## src/rtl/vrp_pkg.sv

```systemverilog
package vrp_pkg;
  localparam int REG_SEL_W = 3;

  typedef enum logic [REG_SEL_W-1:0] {
    RI_CTRL = 3'd0,
    RI_MASK = 3'd1,
    RI_STAT = 3'd2,
    RI_OADR = 3'd3,
    RI_ODAT = 3'd4,
    RI_SCRL = 3'd5,
    RI_ADDR = 3'd6,
    RI_DATA = 3'd7
  } reg_idx_e;

  typedef struct packed {
    logic wr_ctrl;
    logic wr_mask;
    logic rd_stat;
    logic wr_scrl;
    logic wr_addr;
    logic wr_data;
    logic rd_data;
    logic wr_any;
    logic rd_other;
  } port_strb_t;
endpackage

```

## src/rtl/vrp_decode.sv

```systemverilog
module vrp_decode
  import vrp_pkg::*;
#(
  parameter int CPU_AW = 13
) (
  input  logic              cs,
  input  logic              wr,
  input  logic [CPU_AW-1:0] addr,
  output port_strb_t        strb
);
  localparam int NREG = 1 << REG_SEL_W;
  localparam logic [NREG-1:0] OTHER_RD = 8'b0111_1011;

  logic [NREG-1:0] hit;
  logic            unused_hi;

  // Upper address bits are ignored, so the window mirrors every 8 bytes.
  assign unused_hi = ^addr[CPU_AW-1:REG_SEL_W];

  for (genvar gi = 0; gi < NREG; gi++) begin : g_sel
    assign hit[gi] = cs && (addr[REG_SEL_W-1:0] == REG_SEL_W'(gi));
  end

  always_comb begin
    strb.wr_ctrl  = hit[RI_CTRL] & wr;
    strb.wr_mask  = hit[RI_MASK] & wr;
    strb.rd_stat  = hit[RI_STAT] & ~wr;
    strb.wr_scrl  = hit[RI_SCRL] & wr;
    strb.wr_addr  = hit[RI_ADDR] & wr;
    strb.wr_data  = hit[RI_DATA] & wr;
    strb.rd_data  = hit[RI_DATA] & ~wr;
    strb.wr_any   = cs & wr;
    strb.rd_other = (|(hit & OTHER_RD)) & ~wr;
  end
endmodule

```

## src/rtl/vrp_addr_ctl.sv

```systemverilog
module vrp_addr_ctl #(
  parameter int VAW      = 14,
  parameter int DW       = 8,
  parameter int ROW_STEP = 32
) (
  input  logic           clk,
  input  logic           rst,
  input  logic           rd_stat,
  input  logic           wr_scrl,
  input  logic           wr_addr,
  input  logic [DW-1:0]  wdata,
  input  logic           step,
  input  logic           big_step,
  output logic [VAW-1:0] vaddr,
  output logic           tog,
  output logic [DW-1:0]  sx,
  output logic [DW-1:0]  sy
);
  localparam int HI_W = VAW - DW;

  logic [HI_W-1:0] hi_q;
  logic [VAW-1:0]  stride;

  assign stride = big_step ? VAW'(ROW_STEP) : VAW'(1);

  always_ff @(posedge clk) begin
    if (rst) begin
      tog   <= 1'b0;
      hi_q  <= '0;
      vaddr <= '0;
      sx    <= '0;
      sy    <= '0;
    end else begin
      if (rd_stat)
        tog <= 1'b0;
      else if (wr_scrl || wr_addr)
        tog <= ~tog;

      if (wr_scrl && !tog) sx <= wdata;
      if (wr_scrl && tog)  sy <= wdata;

      // High byte: bits above the 14-bit space are dropped (fold down).
      if (wr_addr && !tog) hi_q <= wdata[HI_W-1:0];

      if (wr_addr && tog)
        vaddr <= {hi_q, wdata};
      else if (step)
        vaddr <= vaddr + stride;
    end
  end
endmodule

```

## src/rtl/vrp_dataport.sv

```systemverilog
module vrp_dataport #(
  parameter int              VAW        = 14,
  parameter int              DW         = 8,
  parameter int              PAL_DEPTH  = 32,
  parameter logic [VAW-1:0]  PAL_BASE   = 14'h3F00,
  parameter logic [VAW-1:0]  SHADOW_OFS = 14'h1000,
  parameter logic [DW-1:0]   GREY_MASK  = 8'h30
) (
  input  logic           clk,
  input  logic           rst,
  input  logic           rd_data,
  input  logic           wr_data,
  input  logic [DW-1:0]  wdata,
  input  logic [VAW-1:0] vaddr,
  input  logic           grey,
  input  logic [DW-1:0]  vram_rdata,
  output logic           vram_req,
  output logic           vram_we,
  output logic [VAW-1:0] vram_addr,
  output logic [DW-1:0]  vram_wdata,
  output logic           step,
  output logic [DW-1:0]  rd_val
);
  localparam int PAL_AW = $clog2(PAL_DEPTH);

  logic [DW-1:0]     pal_mem [PAL_DEPTH];
  logic [DW-1:0]     pal_rd;
  logic [DW-1:0]     rbuf;
  logic              pal_hit;
  logic              fill1, fill2;
  logic [PAL_AW-1:0] pidx;

  assign pal_hit = (vaddr >= PAL_BASE);
  assign pidx    = vaddr[PAL_AW-1:0];
  assign pal_rd  = pal_mem[pidx];

  // Small palette RAM: write-only port plus an asynchronous read.
  always_ff @(posedge clk) begin
    if (wr_data && pal_hit) pal_mem[pidx] <= wdata;
  end

  always_comb begin
    if (pal_hit)
      rd_val = grey ? (pal_rd & GREY_MASK) : pal_rd;
    else
      rd_val = rbuf;
  end

  always_ff @(posedge clk) begin
    if (rst) begin
      vram_req   <= 1'b0;
      vram_we    <= 1'b0;
      vram_addr  <= '0;
      vram_wdata <= '0;
      step       <= 1'b0;
      fill1      <= 1'b0;
      fill2      <= 1'b0;
      rbuf       <= '0;
    end else begin
      vram_req <= rd_data | (wr_data & ~pal_hit);
      vram_we  <= wr_data & ~pal_hit;
      step     <= rd_data | wr_data;
      fill1    <= rd_data;
      fill2    <= fill1;
      if (rd_data)
        vram_addr <= pal_hit ? (vaddr - SHADOW_OFS) : vaddr;
      else if (wr_data)
        vram_addr <= vaddr;
      if (wr_data) vram_wdata <= wdata;
      if (fill2) rbuf <= vram_rdata;
    end
  end
endmodule

```

## src/rtl/vid_regport.sv

```systemverilog
module vid_regport
  import vrp_pkg::*;
#(
  parameter int CPU_AW    = 13,
  parameter int DW        = 8,
  parameter int VAW       = 14,
  parameter int PAL_DEPTH = 32,
  parameter int ROW_STEP  = 32
) (
  input  logic              clk,
  input  logic              rst,
  input  logic              cpu_cs,
  input  logic              cpu_wr,
  input  logic [CPU_AW-1:0] cpu_addr,
  input  logic [DW-1:0]     cpu_wdata,
  output logic [DW-1:0]     cpu_rdata,
  input  logic              vblank_flag,
  input  logic              spr0_flag,
  input  logic              ovf_flag,
  output logic              stat_rd,
  output logic [DW-1:0]     ctrl_q,
  output logic [DW-1:0]     mask_q,
  output logic [DW-1:0]     scroll_x,
  output logic [DW-1:0]     scroll_y,
  output logic              vram_req,
  output logic              vram_we,
  output logic [VAW-1:0]    vram_addr,
  output logic [DW-1:0]     vram_wdata,
  input  logic [DW-1:0]     vram_rdata
);
  localparam int INC_BIT  = 2;
  localparam int GREY_BIT = 0;
  localparam int LAT_W    = DW - 3;

  port_strb_t     strb;
  logic [VAW-1:0] vaddr;
  logic           wtog;
  logic           step;
  logic [DW-1:0]  rd_val;
  logic [DW-1:0]  latch_q;

  vrp_decode #(.CPU_AW(CPU_AW)) u_dec (
    .cs   (cpu_cs),
    .wr   (cpu_wr),
    .addr (cpu_addr),
    .strb (strb)
  );

  vrp_addr_ctl #(.VAW(VAW), .DW(DW), .ROW_STEP(ROW_STEP)) u_actl (
    .clk      (clk),
    .rst      (rst),
    .rd_stat  (strb.rd_stat),
    .wr_scrl  (strb.wr_scrl),
    .wr_addr  (strb.wr_addr),
    .wdata    (cpu_wdata),
    .step     (step),
    .big_step (ctrl_q[INC_BIT]),
    .vaddr    (vaddr),
    .tog      (wtog),
    .sx       (scroll_x),
    .sy       (scroll_y)
  );

  vrp_dataport #(.VAW(VAW), .DW(DW), .PAL_DEPTH(PAL_DEPTH)) u_dport (
    .clk        (clk),
    .rst        (rst),
    .rd_data    (strb.rd_data),
    .wr_data    (strb.wr_data),
    .wdata      (cpu_wdata),
    .vaddr      (vaddr),
    .grey       (mask_q[GREY_BIT]),
    .vram_rdata (vram_rdata),
    .vram_req   (vram_req),
    .vram_we    (vram_we),
    .vram_addr  (vram_addr),
    .vram_wdata (vram_wdata),
    .step       (step),
    .rd_val     (rd_val)
  );

  always_ff @(posedge clk) begin
    if (rst) begin
      ctrl_q    <= '0;
      mask_q    <= '0;
      latch_q   <= '0;
      cpu_rdata <= '0;
      stat_rd   <= 1'b0;
    end else begin
      stat_rd <= strb.rd_stat;
      if (strb.wr_any)  latch_q <= cpu_wdata;
      if (strb.wr_ctrl) ctrl_q  <= cpu_wdata;
      if (strb.wr_mask) mask_q  <= cpu_wdata;
      if (strb.rd_stat)
        cpu_rdata <= {vblank_flag, spr0_flag, ovf_flag, latch_q[LAT_W-1:0]};
      else if (strb.rd_data)
        cpu_rdata <= rd_val;
      else if (strb.rd_other)
        cpu_rdata <= latch_q;
    end
  end
endmodule

```

## config.mk

```make
export PLATFORM = sky130hd
export DESIGN_NAME = vid_regport
export DESIGN_NICKNAME = d
export VERILOG_FILES = /design/src/rtl/vrp_pkg.sv /design/src/rtl/vrp_decode.sv /design/src/rtl/vrp_addr_ctl.sv /design/src/rtl/vrp_dataport.sv /design/src/rtl/vid_regport.sv
export SDC_FILE = /design/constraint.sdc
export NUM_CORES = 1
export LEC_CHECK = 0
export ABC_CLOCK_PERIOD_IN_PS = 2850
export BUFFER_PORTS_ARGS = -buffer_cell sky130_fd_sc_hd__clkbuf_2
export CORE_MARGIN = 4
export CORE_UTILIZATION = 55
export DETAILED_ROUTE_END_ITERATION = 10
export PLACE_DENSITY = 0.74
export SYNTH_ARGS = -nofsm -noshare
export SYNTH_HDL_FRONTEND = slang
export SYNTH_HIERARCHICAL = 1
export SYNTH_SLANG_ARGS = --single-unit
```

## constraint.sdc

```tcl
create_clock -name clk -period 2.85 [get_ports clk]
set_clock_uncertainty 0.1 [all_clocks]
set_input_delay 0 -clock clk [delete_from_list [all_inputs] [get_ports clk]]
set_output_delay 0 -clock clk [all_outputs]
set_load 0.05 [all_outputs]
```

==> results.yml <==
route:
  drt_iter0_drc: 751
  vias: 9354
  routed_wl_mm: 35.1
  antenna_left: 0
  avgViaCountPerCell: 5.97
  dr.pass1.iters: 5
  wl_per_cell_um: 22.4
  drcViolationCount: 0
cells_and_area:
  drive_gt1_share_pct: 21.3
  antennaDiodeCount: 0
  finalCoreUtilization_pct: 65.8
  nets: 1248
  final_cell_mix: "edfxtp_1, mux2i_1, nor2_1, dfxtp_1, clkbuf_2"
  fillers: 1879
  area_growth_pct: 17.8
  final_common_cell: "edfxtp_1"
  final_area_um2: 17100
  instances_no_fill: 1567
clock_tree:
  cts_tree: "done"
  cts_inserted_buffers: 36
  post-cts-setup-buffer-count: 0
  clk_pin_slew_worst_paths_ns: 0.06
  cts_sinks: 361
  cts_buffer_depth: 3
  clkLatencyLatePin_ns: 0.52
  ctsRootBufferMaster: "clkbuf_16"
  htree_num_levels: 2
global_route:
  grt_first_pass_wirelength_mm: 54.3
  gr-usage-all-layers_pct: 24.3
  grt_max_degree: 58
  grt_overflow: 0
  grt_pass1_vias: 9252
  grt_antenna_before_repair: 0
sta:
  maxSlewViolCount: 0
  rsz0062_at_grt: "no"
  slew_headroom_pct: 30.5
  hold_violations: 0
  worstMarginPinSlew_ns: 1.04
  tns_ns: -0.0145
  setup_slack_ns: -0.0145
  min_period_over_period_pct: 101
  min_period_ns: 2.86
  hold_ws_ns: 0.0355
  setup_viol: 1
  clock.fmax_mhz: 349
synth:
  synth_cell_types: 60
  synth_edf_count: 256
  ys_seq_area_share_pct: 67.4
  synth_flop_cell: "edfxtp_1"
  synth_area_um2: 14500
  synth_fp_nets: 1085
  ys_ff_latch: 361
  avgSynthCellArea_um2: 13.9
  async_flop_share_pct: 0
  yosysWarnings: 6
  syn_inst: 1045
floorplanning:
  start_util_pct: 55.9
  die_w_um: 170
  core_um2: 26000
  dieHeight_um: 170
  dieArea_um2: 29100
  ios: 101
  row_count: 59
worst_setup_path:
  required_ns: 3.15
  crit_path_max_fanout: 15
  startpoint_type: "register"
  worst-setup-path-type: "register to register"
  endpoint_kind: "register"
  worstPathArrival_ns: 3.16
outcome:
  status: "finished with violations"
  violations: "negative setup slack"
placed_design:
  dp_hpwl_mm: 22.5
  io_buffers: 90
  dpl_cell_area_um2: 15700
  pre_cts_ws_ns: 0.0534
  gp_congestion: 0.871
  placed_cells: 1484
hold_path:
  hp-class: "input port to register"
flow_run:
  max-cap-violations: 0
power_and_ir_drop:
  power_mw: 10.7
  power_density_nw_per_um2: 626
  vdd_drop_max_mv: 0.450
  p_leak_nw: 5.77
## kinds of logic (layout without fill, tap and decap cells)
| family | count (synthesis) | count (layout) | synth area share, % |
|---|---|---|---|
| buffers and inverters | 74 | 261 | 2.88 |
| DFF | 361 | 361 | 67.4 |
| xor gates and xnor gates | 5 | 5 | 0.302 |
| and+or+nand+nor | 288 | 288 | 9.81 |
| AOI/OAI and AO/OA | 139 | 139 | 6.45 |
| muxes | 174 | 174 | 12.8 |
| adders and majority gates | 4 | 4 | 0.345 |
## cell type report
class,instances,area (um2),area share [%]
multi-input combinational,610,4350,25.4
clock buffer,49,1030,6.01
clock inverter,13,151,0.885
sequential,361,9790,57.3
inverter,7,26.3,0.154
tap,335,419,2.45
timing repair buffer,192,1330,7.80
## synth_stat cells (all sizes together) (3+ instances only)
cell,count,area (um2)
edfxtp,256,7690
mux2i,161,1610
nor2,106,403
dfxtp,105,2100
nand2,72,270
o22ai,53,338
buf,40,290
a21oi,35,175
clkbuf,27,101
nand3,18,95.1
nor4,14,87.6
a211oi,12,115
nand2b,11,68.8
nor2b,10,62.6
or3,10,68.8
mux4,9,203
o21ai,9,45.0
a311oi,7,61.3
inv,7,26.3
nand4b,7,61.3
a22o,6,52.6
nand4,6,37.5
nand4bb,6,67.6
nor3,6,30.0
or4b,5,50.1
a31oi,4,25.0
ha,4,50.1
mux2,4,45.0
xor2,4,35.0
and3,3,18.8
nand3b,3,22.5
o211ai,3,37.5
or2b,3,22.5
## power breakdown
part	switching (mW)	internal (mW)
clock network	1.90	2.80
logic	0.246	0.0951
registers	0.0170	5.63
## registers in the layout (all words and copies together) (netlist names), 6 cells and up
| register | cells |
|---|---|
| u_dport/vram_wdata | 8 |
| ctrl_q | 8 |
| mask_q | 8 |
| u_actl/sy | 8 |
| u_dport/rbuf | 8 |
| u_actl/sx | 8 |
| latch_q | 8 |
| u_dport/vram_addr | 14 |
| u_actl/vaddr | 14 |
| u_actl/hi_q | 6 |
| cpu_rdata | 8 |
| u_dport/pal_mem | 256 |
## worst paths after layout
check | cells after the start | to | startpoint | slack, ns
worst max-delay path | 8 | cpu_rdata[4] | u_actl/vaddr[0] | -0.01
worst min-delay path | 6 | cpu_rdata[7] | cpu_addr[2] | 0.04
worst max register to register | 8 | cpu_rdata[4] | u_actl/vaddr[0] | -0.01
worst min register to register | 1 | u_dport/fill2 | u_dport/fill1 | 0.34
## metal layers
metal  global-route usage, %  share of wire [%]  wire length, um  vias up
li1                        -                  -                -     4278
met1                    33.9                 43            14900     4652
met3                    5.04                6.9             2420       55
met4                    6.91                2.6              910        0
met5                       0                  0                0        -
met2                    39.0                 48            16800      369
## critical path, stage by stage, from the launching register on
cell	delay [ns]
dfxtp_1	0.49
buf_4	0.29
mux4_2	0.53
inv_1	0.11
o22ai_1	0.11
nor4_1	0.49
a31oi_1	0.31
mux2i_1	0.24
a211oi_2	0.09
## repair_timing
item                                    CTS  global route
resized for setup                         0             7
hold buffers                             21             0
hold endpoints to repair                 56             0
endpoints found under the setup margin    0             5
Note: power is estimated with default switching activity, not from simulation.
